$ cat src/rtl/vfc_pkg.sv
package vfc_pkg;
    localparam int ADC_W      = 10;
    localparam int FREQ_SHIFT = 2;
    localparam int Q_W        = 16;
    localparam int FREQ_W     = ADC_W - FREQ_SHIFT;
    localparam int ALIGN_SH   = Q_W - 1 - ADC_W;
    localparam int PROD_W     = 2 * Q_W;

    typedef logic [ADC_W-1:0]  adc_t;
    typedef logic [FREQ_W-1:0] freq_t;
    typedef logic [Q_W-1:0]    q15_t;

    typedef struct packed {
        adc_t speed;
        adc_t slope;
    } adc_pair_t;

    typedef struct packed {
        freq_t freq;
        q15_t  amp;
    } vf_cmd_t;

    // left-align a reading as a non-negative Q15 fraction
    function automatic q15_t to_q15(adc_t r);
        return {1'b0, r, {ALIGN_SH{1'b0}}};
    endfunction

    // Q15 x Q15 -> Q15, both operands non-negative
    function automatic q15_t q15_mul(q15_t a, q15_t b);
        logic [PROD_W-1:0] p;
        p = PROD_W'(a) * PROD_W'(b);
        return p[Q_W-1 +: Q_W];
    endfunction

    function automatic freq_t speed_to_freq(adc_t r);
        return r[ADC_W-1:FREQ_SHIFT];
    endfunction
endpackage

$ cat src/rtl/vfc_scale.sv
module vfc_scale
    import vfc_pkg::*;
(
    input  logic      clk,
    input  logic      rst,
    input  logic      in_valid,
    input  adc_pair_t in_pair,
    output logic      out_valid,
    output vf_cmd_t   out_raw
);
    vf_cmd_t next_cmd;

    always_comb begin
        next_cmd.freq = speed_to_freq(in_pair.speed);
        next_cmd.amp  = q15_mul(to_q15(in_pair.speed), to_q15(in_pair.slope));
    end

    always_ff @(posedge clk) begin
        if (rst) begin
            out_valid <= 1'b0;
            out_raw   <= '0;
        end else begin
            out_valid <= in_valid;
            if (in_valid) out_raw <= next_cmd;
        end
    end
endmodule

$ cat src/rtl/vfc_limit.sv
module vfc_limit
    import vfc_pkg::*;
#(
    parameter q15_t AMP_LIMIT = 16'd29491
) (
    input  logic    clk,
    input  logic    rst,
    input  logic    in_valid,
    input  vf_cmd_t in_raw,
    output vf_cmd_t out_cmd
);
    vf_cmd_t limited;

    always_comb begin
        limited = in_raw;
        if (in_raw.amp > AMP_LIMIT) limited.amp = AMP_LIMIT;
    end

    always_ff @(posedge clk) begin
        if (rst)           out_cmd <= '0;
        else if (in_valid) out_cmd <= limited;
    end
endmodule

$ cat src/rtl/vf_command_calc.sv
module vf_command_calc
    import vfc_pkg::*;
#(
    parameter logic [15:0] AMP_LIMIT = 16'd29491
) (
    input  logic        clk,
    input  logic        rst,
    input  logic        pair_valid,
    input  logic [9:0]  speed_raw,
    input  logic [9:0]  slope_raw,
    output logic [7:0]  freq_cmd,
    output logic [15:0] amp_cmd
);
    adc_pair_t pair_in;
    logic      mid_valid;
    vf_cmd_t   mid_raw;
    vf_cmd_t   cmd_q;

    assign pair_in.speed = speed_raw;
    assign pair_in.slope = slope_raw;

    vfc_scale u_scale (
        .clk      (clk),
        .rst      (rst),
        .in_valid (pair_valid),
        .in_pair  (pair_in),
        .out_valid(mid_valid),
        .out_raw  (mid_raw)
    );

    vfc_limit #(.AMP_LIMIT(AMP_LIMIT)) u_limit (
        .clk     (clk),
        .rst     (rst),
        .in_valid(mid_valid),
        .in_raw  (mid_raw),
        .out_cmd (cmd_q)
    );

    assign freq_cmd = cmd_q.freq;
    assign amp_cmd  = cmd_q.amp;
endmodule

$ cat config.mk
export PLATFORM = sky130hd
export DESIGN_NAME = vf_command_calc
export DESIGN_NICKNAME = d
export VERILOG_FILES = /design/src/rtl/vfc_pkg.sv /design/src/rtl/vfc_scale.sv /design/src/rtl/vfc_limit.sv /design/src/rtl/vf_command_calc.sv
export SDC_FILE = /design/constraint.sdc
export NUM_CORES = 1
export LEC_CHECK = 0
export BUFFER_PORTS_ARGS = -buffer_cell sky130_fd_sc_hd__buf_2
export CAP_MARGIN = 20
export CORE_ASPECT_RATIO = 0.8
export CORE_UTILIZATION = 57
export CTS_BUF_LIST = sky130_fd_sc_hd__clkbuf_4
export DETAILED_ROUTE_END_ITERATION = 6
export HOLD_SLACK_MARGIN = 0.06
export PLACE_DENSITY = 0.85
export SYNTH_ARGS = -nofsm -noshare
export SYNTH_HDL_FRONTEND = slang
export SYNTH_SLANG_ARGS = --single-unit
$ cat constraint.sdc
create_clock -name clk -period 4.7 [get_ports clk]
set_input_delay 0.235 -clock clk [delete_from_list [all_inputs] [get_ports clk]]
set_output_delay 0.235 -clock clk [all_outputs]
set_load 0.005 [all_outputs]
# Word level (Yosys, flattened, before mapping)
# Index checks and enable logic that the tools add are counted.
[word_totals] word_cells=8 output_inout_bits=24 register_bits=48
[op_classes] mux=1 magnitude_cmp=1 mul=1
[ops] cell="multiplier 10 x 10 -> 20 bit" n=1
[ops] cell="> comparator 15 bit (second input constant)" n=1
[ops] cell="two-way mux 15 bit" n=1

# Longest topological paths before layout
# Gate-level depths: netlist (run 1).
[depth] depth_word=2 depth_mapped=19 depth_no_buf=18

# By module
# From an unflattened synthesis (run 1), not the netlist that was laid out.
[unflattened] hier_cells=550 area_unflattened_um2=5011.1
[modules_own_cells] module="vfc_scale" seq_area_each_um2=480.5 area_each_um2=4028.9 cells_per_inst=452 instances=1
[modules_own_cells] module="vfc_limit" seq_area_each_um2=480.5 area_each_um2=982.2 cells_per_inst=98 instances=1

# Worst setup path before layout (run 1)
# OpenSTA, ideal clock, no wires.
[synth_timing] path_type="input port to flip-flop" startpoint="input port slope_raw[3]" endpoint="register u_scale.out_raw[13] (netlist bit)" setup_time_ns=0.117 path_slack_ns=-0.331 t_arrival_ns=4.913 required_ns=4.583 stages=17 cell_sequence="clkbuf_1 -> nand2_1 -> fa_1 -> inv_1 -> fa_1 -> fa_1 -> fa_1 -> inv_1 -> fa_1 -> inv_1 -> ha_1 -> a211oi_1 -> o21bai_1 -> o31ai_1 -> nand3_1 -> a311o_1 -> a32o_1"
[synth_via] elab_chain_len=1
[synth_lines] element="start, declared" line="vf_command_calc.sv:10" rtl="input logic [9:0] slope_raw,"
[synth_lines] element="multiplier 10 x 10 -> 20 bit" line="vfc_pkg.sv:31" rtl="p = PROD_W'(a) * PROD_W'(b);"
[synth_lines] element="end signal, assigned" line="vfc_scale.sv:24" rtl="if (in_valid) out_raw <= next_cmd;"
[synth_lines] element="end, declared" line="vfc_scale.sv:9" rtl="output vf_cmd_t out_raw"
# No other way between the ends.
# A chain may end at the register's enable or synchronous reset.

# Final worst setup path (run 1)
[layout_timing] startpoint="input port slope_raw[2]" endpoint="register u_scale.out_raw[12] (netlist bit)"
# Same word-level chain as after synthesis.

==> flow_metrics.py, run 1 <==
metrics = {
    "status": {
        "outcome": "completed",
    },
    "finish": {
        "fin_cells": 769,
        "layout_commonest_cell": "inv_1",
        "mostFrequentLayoutCells": "62 x inv_1, 61 x buf_4, 59 x fa_1",
        "nets": 793,
        "multiInputGateArea_mm2": 0.00387,
        "seq_area_um2": 941,
        "finish.utilization": 0.697,
        "design_area_mm2": 0.00599,
        "area_growth_pct": 16.6,
        "drive_above_1_share": 0.201,
        "diodes": 0,
        "fill_cells": 647,
    },
    "sta": {
        "setup_viol": 0,
        "post-route-min-period_ns": 4.53,
        "fmax_mhz": 221,
        "relSlewSlack": 0.332,
        "rsz0062_at_grt": "no",
        "post-route-period-util": 0.964,
        "tightest_slew_ns": 1.00,
        "layout_setup_ws_ns": 0.170,
        "skew_ns": 0.00842,
        "slew_viol_final": 0,
        "hold_viol_final": 0,
    },
    "worst_setup_path": {
        "endpoint": "u_scale.out_raw[12]",
        "cp_max_fo": 8,
        "startpoint": "slope_raw[2]",
        "critPathCaptureType": "register",
        "arrival_ns": 4.80,
        "required_ns": 4.97,
        "start_kind": "input port",
        "rr_startpoint": "u_scale.out_raw[0]",
        "critPathKind": "in -> reg",
        "r2r_cells": 6,
        "rr_endpoint": "u_limit.out_cmd[1]",
        "reg2reg_slack_ns": 2.64,
    },
    "clocking": {
        "root_buffer": "clkbuf_4",
        "clock_sinks": 47,
        "hold_buffers": 0,
        "clk_pin_slew_ns": 0.15,
        "cts_tree": "built",
        "clk_latency_ns": 0.37,
        "htree_num_levels": 2,
        "cts.path.max_buffers": 2,
        "postCtsSetupBuffers": 0,
        "cts-buffers-inserted": 5,
    },
    "routing": {
        "first_pass_iters": 4,
        "antenna_left": 0,
        "wl_um": 12100,
        "wl_per_cell_um": 15.8,
        "drt_iter0_markers": 209,
        "num_vias": 4297,
        "vias_per_cell": 5.59,
        "drc": 0,
    },
    "synth": {
        "syn-num-nets": 709,
        "netlist_instances": 572,
        "synth_top_cells_by_area": "fa_1 24%, dfxtp_1 18%, ha_1 13%",
        "async_reset_ff_frac": 0,
        "netlist.area_leader.share": 0.238,
        "syn-cell-area_mm2": 0.00514,
        "ys_seq_area_frac": 0.183,
        "synth-edff-count": 0,
        "synthDistinctLibCells": 58,
        "yosysTopAreaCell": "fa_1",
        "syn-mean-instance-area_um2": 8.98,
        "synth_ff_type": "dfxtp_1",
        "ys_ff_latch": 47,
        "yosys_warnings": 0,
    },
    "power": {
        "powerDensity_mw_per_mm2": 537,
        "leakage_nw": 2.99,
        "ir_drop_uv": 381,
    },
    "placement": {
        "gp_congestion": 0.885,
        "placed_cells": 761,
        "placed_cell_area_mm2": 0.00587,
        "place_ws_ns": -0.280,
        "dp_hpwl_um": 9980,
        "portBuffers": 45,
    },
    "floorplan": {
        "dieWidth_um": 108,
        "die_h_um": 86.9,
        "core_area_mm2": 0.00860,
        "ios": 47,
        "std_cell_rows": 30,
        "start_util": 0.598,
        "die_area_mm2": 0.00940,
    },
    "grt": {
        "antenna_found_initial": 0,
        "grt_pass1_vias": 4545,
        "track_usage": 0.282,
        "grt.overflow.total": 0,
        "grt_pass1_wl_um": 20700,
        "grt_max_degree": 59,
    },
    "run": {
        "maxCapViolations": 0,
    },
    "worst_hold_path": {
        "hp-start": "speed_raw[9]",
        "min_path_type": "in -> reg",
        "hold_depth": 3,
    },
}
-- area by class of cell --
cell class                 count  share of cell area
tap                          112              0.0234
sequential                    47               0.157
inverter                      62              0.0389
multi-input combinational    433               0.646
clock buffer                   5             0.00627
clock inverter                 3              0.0113
timing repair buffer         107               0.117
-- metal layers --
metal	track usage	vias up	wire length, um
li1	-	2048	-
met1	0.370	2127	5450
met2	0.487	97	5900
met3	0.0494	25	563
met4	0.0685	0	218
met5	0	-	0
-- worst min path at each step --
| stage | to | slack, ns |
|---|---|---|
| floorplan | u_scale.out_valid | 0.35 |
| global placement | u_limit.out_cmd[3] | 0.45 |
| detailed placement | u_limit.out_cmd[2] | 0.46 |
| CTS | u_scale.out_raw[23] | 0.26 |
| global route | u_scale.out_raw[23] | 0.27 |
| finish | u_scale.out_raw[23] | 0.26 |
-- synth_stat cells (all sizes together) (4+ instances only) --
cell / instances
a211oi: 4
a21o: 4
a21oi: 20
a31oi: 5
and2: 58
buf: 11
clkbuf: 19
dfxtp: 47
fa: 61
ha: 53
inv: 62
mux2i: 25
nand2: 56
nand2b: 7
nand3: 14
nand4: 5
nor2: 45
nor3: 10
nor3b: 8
o211ai: 5
o21ai: 12
xnor2: 6
-- repair_timing --
action / 4_1_cts / 5_1_grt
endpoints found under the hold margin: 0 / 0
endpoints found under the setup margin: 0 / 3
gates resized for setup: 0 / 2
-- cells by family after synthesis --
kind of cell,Yosys count,synth area share
simple gates,218,0.221
fa+ha+maj,114,0.367
buf+inv,92,0.0716
compound gates,66,0.0926
flops,47,0.183
mux,25,0.0487
xor+xnor,9,0.0153
other cells,1,0.000730
-- flip-flops by register name, summed over array words and instances (netlist names) --
| signal | count |
|---|---|
| u_scale.out_raw | 23 |
| u_limit.out_cmd | 23 |
| u_scale.out_valid | 1 |
-- power by group --
part	internal [W]	switching, W	total, W
clock network	0.000165	0.000141	0.000306
logic	0.00113	0.00127	0.00240
registers	0.000460	0.0000513	0.000511
total	0.00176	0.00146	0.00322
-- critical path: stages --
cell and delay, ns:
buf_2 0.17, buf_4 0.14, nand2_1 0.07, fa_1 0.53
inv_1 0.06, fa_1 0.47, ha_1 0.33, fa_1 0.54
inv_1 0.06, fa_1 0.53, inv_1 0.04, ha_1 0.24
nor3_4 0.22, o211ai_4 0.13, a31oi_4 0.25, o21ai_4 0.10
and4_1 0.18, or4_1 0.49
-- stage by stage --
step,TNS (ns),power (W),hold WS (ns)
6_report,0,0.00322,0.262
5_1_grt,0,0.00353,0.269
4_1_cts,0,0.00320,0.259
3_5_place_dp,-1.15,0.00286,0.462
3_3_place_gp,-0.416,0.00276,0.454
2_1_floorplan,0,0.00204,0.352
No activity file was read; power rests on OpenSTA's default activity.
==> run 2, diff against run 1 <==
--- a/config.mk
+++ b/config.mk
@@ -13,6 +13,7 @@
 export DETAILED_ROUTE_END_ITERATION = 6
 export HOLD_SLACK_MARGIN = 0.06
 export PLACE_DENSITY = 0.85
+export REMOVE_ABC_BUFFERS = 1
 export SYNTH_ARGS = -nofsm -noshare
 export SYNTH_HDL_FRONTEND = slang
 export SYNTH_SLANG_ARGS = --single-unit
==> flow_metrics.py, run 2 (synthesized netlist as in run 1, its figures left out) <==
metrics = {
    "status": {
        "outcome": "completed",
    },
    "finish": {
        "reg.largest.list": "u_limit.out_cmd: 23 flops, u_scale.out_raw: 23 flops, u_scale.out_valid: 1 flops",
        "drive_above_1_share": 0.209,
        "seq_area_um2": 941,
        "area_growth_pct": 16.4,
        "layout_commonest_cell": "buf_4",
        "multiInputGateArea_mm2": 0.00389,
        "finish.utilization": 0.696,
        "fill_cells": 674,
        "nets": 797,
        "diodes": 0,
        "mostFrequentLayoutCells": "69 x buf_4, 62 x inv_1, 60 x fa_1",
    },
    "placement": {
        "place_ws_ns": -0.430,
        "portBuffers": 45,
        "gp_congestion": 0.903,
        "dp_hpwl_um": 9960,
    },
    "sta": {
        "setup_viol": 0,
        "post-route-min-period_ns": 4.57,
        "hold_viol_final": 0,
        "layout_setup_ws_ns": 0.133,
        "tightest_slew_ns": 0.989,
        "relSlewSlack": 0.341,
        "setup_tns_ns": 0,
        "skew_ns": 0.0165,
        "slew_viol_final": 0,
        "fmax_mhz": 219,
        "post-route-period-util": 0.972,
    },
    "worst_setup_path": {
        "start_kind": "input port",
        "critPathCaptureType": "register",
        "cp_slowest_cell": "fa_1",
        "rr_startpoint": "u_scale.out_raw[0]",
        "required_ns": 4.94,
        "arrival_ns": 4.81,
        "crit_buf_inv": 5,
        "cp_cell_sequence": "buf_2 -> buf_4 -> nand2_1 -> fa_1 -> inv_1 -> fa_1 -> ha_1 -> fa_1 -> inv_1 -> fa_1 -> inv_1 -> ha_1 -> nor3_4 -> o211ai_4 -> a31oi_4 -> o21ai_4 -> and4_1 -> or4_1",
        "critPathMostFrequentCell": "fa_1",
        "critPathTopFamily": "adder cells",
        "cp_max_fo": 8,
        "critPathKind": "in -> reg",
        "startpoint": "speed_raw[5]",
        "slowest_delay_ns": 0.54,
    },
    "clocking": {
        "cts.path.max_buffers": 2,
        "cts-buffers-inserted": 5,
        "clk_latency_ns": 0.37,
        "cts_tree": "built",
        "clk_pin_slew_ns": 0.14,
        "htree_num_levels": 2,
        "clock_sinks": 47,
        "root_buffer": "clkbuf_4",
        "hold_buffers": 0,
    },
    "power": {
        "p_total_w": 0.00315,
        "leakage_nw": 2.99,
        "powerDensity_mw_per_mm2": 527,
        "ir_drop_uv": 291,
    },
    "routing": {
        "first_pass_iters": 5,
        "antenna_left": 0,
        "num_vias": 4304,
        "wl_um": 12100,
        "wl_per_cell_um": 15.7,
        "drc": 0,
        "drt_iter0_markers": 246,
        "vias_per_cell": 5.57,
    },
    "grt": {
        "grt_pass1_wl_um": 20200,
        "grt_pass1_vias": 4276,
        "grt.overflow.total": 0,
        "track_usage": 0.276,
        "antenna_found_initial": 0,
        "grt_max_degree": 59,
    },
    "worst_hold_path": {
        "hp-start": "speed_raw[9]",
        "min_path_type": "in -> reg",
    },
    "floorplan": {
        "die_h_um": 86.9,
        "ios": 47,
        "start_util": 0.598,
        "std_cell_rows": 30,
        "dieWidth_um": 108,
        "die_area_mm2": 0.00940,
        "core_area_mm2": 0.00860,
    },
    "run": {
        "maxCapViolations": 0,
    },
}
## run 2: changes by cell type in the layout (fill, tap and decap cells not counted), moves of 2 or more
cell / change
buf_4: +8
a21oi_2: +2
a21oi_1: -2
buf_2: -3
bufinv_16: -2
clkinv_2: +3
## run 2: final cells by class
type,count,area share
Clock buffer,5,0.00628
Clock inverter,3,0.00251
Multi-Input combinational cell,433,0.650
Inverter,62,0.0389
Sequential cell,47,0.157
Timing Repair Buffer,111,0.122
Tap cell,112,0.0234
## run 2: metal layers
metal / global-route usage / vias up / share of wire
li1: - / 2055 / -
met1: 0.381 / 2119 / 0.45
met2: 0.463 / 118 / 0.48
met3: 0.0479 / 12 / 0.057
met4: 0.0448 / 0 / 0.0084
met5: 0 / - / 0
## run 2: worst paths after layout
check	end	slack (ns)	cells past startpoint
min	u_scale.out_raw[23]	0.27	3
max	u_scale.out_raw[12]	0.13	18
max reg2reg	u_limit.out_cmd[8]	2.54	6
min reg2reg	u_limit.out_cmd[7]	0.48	2
## run 2: worst register-to-register path: cells and delay by family, from the launching register on
family	cells	cell delay, ns
AOI/OAI and AO/OA	2	0.81
and+or+nand+nor	4	0.77
DFF	1	0.42
## run 2: what timing repair did
| item | 4_1_cts | 5_1_grt |
|---|---|---|
| gates resized for setup | 1 | 13 |
| setup endpoints to repair | 1 | 5 |
| hold endpoints to repair | 0 | 0 |
| buffers inserted | 0 | 1 |
| gates cloned | 0 | 0 |
| pin swaps | 0 | 8 |
## run 2: per-stage QoR
step	cells	cell area, um^2	hold slack, ns
final	773	5980	0.275
after global routing	773	5980	0.286
after CTS	772	5910	0.257
after detailed placement	764	5850	0.461
after global placement	764	5850	0.453
after floorplan	542	5000	0.304
## run 2: power breakdown
part / total (W) / internal [W] / leakage (nW) / switching (W)
logic: 0.00246 / 0.00118 / 2.57 / 0.00128
clock network: 0.000187 / 0.0000560 / 0.0347 / 0.000131
registers: 0.000510 / 0.000460 / 0.385 / 0.0000494
total: 0.00315 / 0.00170 / 2.99 / 0.00146
==> run 3, diff against run 2 <==
--- a/config.mk
+++ b/config.mk
@@ -8,11 +8,11 @@
 export BUFFER_PORTS_ARGS = -buffer_cell sky130_fd_sc_hd__buf_2
 export CAP_MARGIN = 20
 export CORE_ASPECT_RATIO = 0.8
-export CORE_UTILIZATION = 57
+export CORE_UTILIZATION = 55
 export CTS_BUF_LIST = sky130_fd_sc_hd__clkbuf_4
 export DETAILED_ROUTE_END_ITERATION = 6
 export HOLD_SLACK_MARGIN = 0.06
-export PLACE_DENSITY = 0.85
+export PLACE_DENSITY = 0.83
 export REMOVE_ABC_BUFFERS = 1
 export SYNTH_ARGS = -nofsm -noshare
 export SYNTH_HDL_FRONTEND = slang
==> flow_metrics.py, run 3 (synthesized netlist as in run 1, its figures left out) <==
metrics = {
    "routing": {
        "num_vias": 4313,
        "first_pass_iters": 4,
        "drc": 0,
        "wl_um": 12000,
        "drt_iter0_markers": 240,
        "vias_per_cell": 5.58,
        "antenna_left": 0,
        "wl_per_cell_um": 15.5,
    },
    "worst_setup_path": {
        "critPathCaptureType": "register",
        "required_ns": 4.96,
        "start_kind": "input port",
        "arrival_ns": 4.84,
        "cp_max_fo": 5,
        "critPathKind": "in -> reg",
        "r2r_cells": 6,
    },
    "power": {
        "powerDensity_mw_per_mm2": 526,
        "leakage_nw": 2.98,
        "ir_drop_uv": 321,
        "p_total_w": 0.00312,
    },
    "grt": {
        "grt_util_met1": 0.348,
        "use_met3": 0.0427,
        "grtUsageMet2": 0.470,
        "grt_pass1_vias": 4329,
        "grt_pass1_wl_um": 19900,
        "grt_max_degree": 59,
        "antenna_found_initial": 0,
        "busiest_layer": "met2",
        "grt.overflow.total": 0,
        "track_usage": 0.267,
    },
    "finish": {
        "nets": 794,
        "diodes": 0,
        "area_growth_pct": 15.7,
        "multiInputGateArea_mm2": 0.00386,
        "fill_cells": 744,
        "reg.largest.list": "u_limit.out_cmd: 23 flops, u_scale.out_raw: 23 flops, u_scale.out_valid: 1 flops",
        "fin_cells": 773,
        "mostFrequentLayoutCells": "65 x buf_4, 62 x inv_1, 61 x fa_1",
        "layout_commonest_cell": "buf_4",
        "drive_above_1_share": 0.201,
        "seq_area_um2": 941,
    },
    "sta": {
        "setup_viol": 0,
        "post-route-min-period_ns": 4.58,
        "rsz0062_at_grt": "no",
        "post-route-period-util": 0.975,
        "relSlewSlack": 0.338,
        "hold_viol_final": 0,
        "fmax_mhz": 218,
        "tightest_slew_ns": 0.992,
        "slew_viol_final": 0,
        "skew_ns": 0.0107,
    },
    "worst_hold_path": {
        "hold_depth": 4,
        "min_path_type": "in -> reg",
    },
    "status": {
        "outcome": "completed",
    },
    "floorplan": {
        "die_area_mm2": 0.00973,
        "die_h_um": 88.4,
        "std_cell_rows": 31,
        "start_util": 0.566,
        "ios": 47,
        "dieWidth_um": 110,
        "core_area_mm2": 0.00908,
    },
    "clocking": {
        "htree_num_levels": 2,
        "cts_tree": "built",
        "clock_sinks": 47,
        "clk_latency_ns": 0.37,
        "hold_buffers": 0,
        "postCtsSetupBuffers": 0,
        "root_buffer": "clkbuf_4",
        "cts-buffers-inserted": 5,
        "clk_pin_slew_ns": 0.14,
        "cts.path.max_buffers": 2,
    },
    "placement": {
        "gp_congestion": 0.912,
        "placed_cells": 765,
        "dp_hpwl_um": 9970,
        "portBuffers": 45,
    },
    "run": {
        "maxCapViolations": 0,
    },
}
[run 3: cell types whose count changed in the layout (fill, tap and decap cells not counted), sizes merged]
cell | before | now
buf | 111 | 107
clkinv | 3 | 1
clkinvlp | 0 | 1
clkbuf | 5 | 7
[run 3: final cells by class]
class	count	share of cell area
well taps	115	0.0242
clock inverters	2	0.00211
clock buffers	6	0.00758
inverters	62	0.0392
repair buffers	108	0.119
flip-flops and latches	47	0.158
multi-input cells	433	0.650
[run 3: what timing repair did]
item	4_1_cts	5_1_grt
pin swaps	5	12
cloned	0	0
setup endpoints to repair	2	3
gates resized for setup	3	6
[run 3: metrics by stage]
stage,setup WS (ns),setup TNS (ns),area [um^2],hold WS (ns),util
floorplan,-0.109,-0.134,5000,0.304,-
global placement,-0.398,-1.02,5840,0.453,0.644
detailed placement,-0.466,-1.60,5840,0.454,0.644
CTS,0.00770,0,5910,0.276,0.652
global route,0.0107,0,5940,0.294,0.655
finish,0.117,0,5940,0.287,0.655
[run 3: critical path, cell delays in order]
cell	delay, ns
buf_2	0.14
buf_4	0.12
buf_4	0.14
nand2_1	0.07
fa_1	0.48
inv_1	0.05
fa_1	0.48
ha_1	0.32
fa_1	0.53
inv_1	0.06
fa_1	0.54
inv_1	0.04
ha_1	0.32
a21oi_2	0.17
nand2_1	0.12
a31oi_4	0.24
o21ai_4	0.09
and4_1	0.18
or4_1	0.49
[run 3: routing by layer]
layer  part of all wire  up-vias
met3              0.058       17
li1                   -     2051
met2               0.48      122
met5                  0        -
met1               0.45     2123
met4              0.013        0
[run 3: final timing paths]
check                                   startpoint                   to  slack, ns
worst min-delay path                  speed_raw[2]  u_scale.out_raw[16]       0.29
worst max-delay path                  speed_raw[6]  u_scale.out_raw[12]       0.12
worst min register to register  u_limit.out_cmd[7]   u_limit.out_cmd[7]       0.47
worst max register to register  u_scale.out_raw[0]   u_limit.out_cmd[4]       2.45
[run 3: report_power, final]
part / total, W / internal, W / switching (W)
registers: 0.000508 / 0.000460 / 0.0000476
clock network: 0.000193 / 0.0000636 / 0.000129
logic: 0.00242 / 0.00116 / 0.00126
total: 0.00312 / 0.00169 / 0.00144
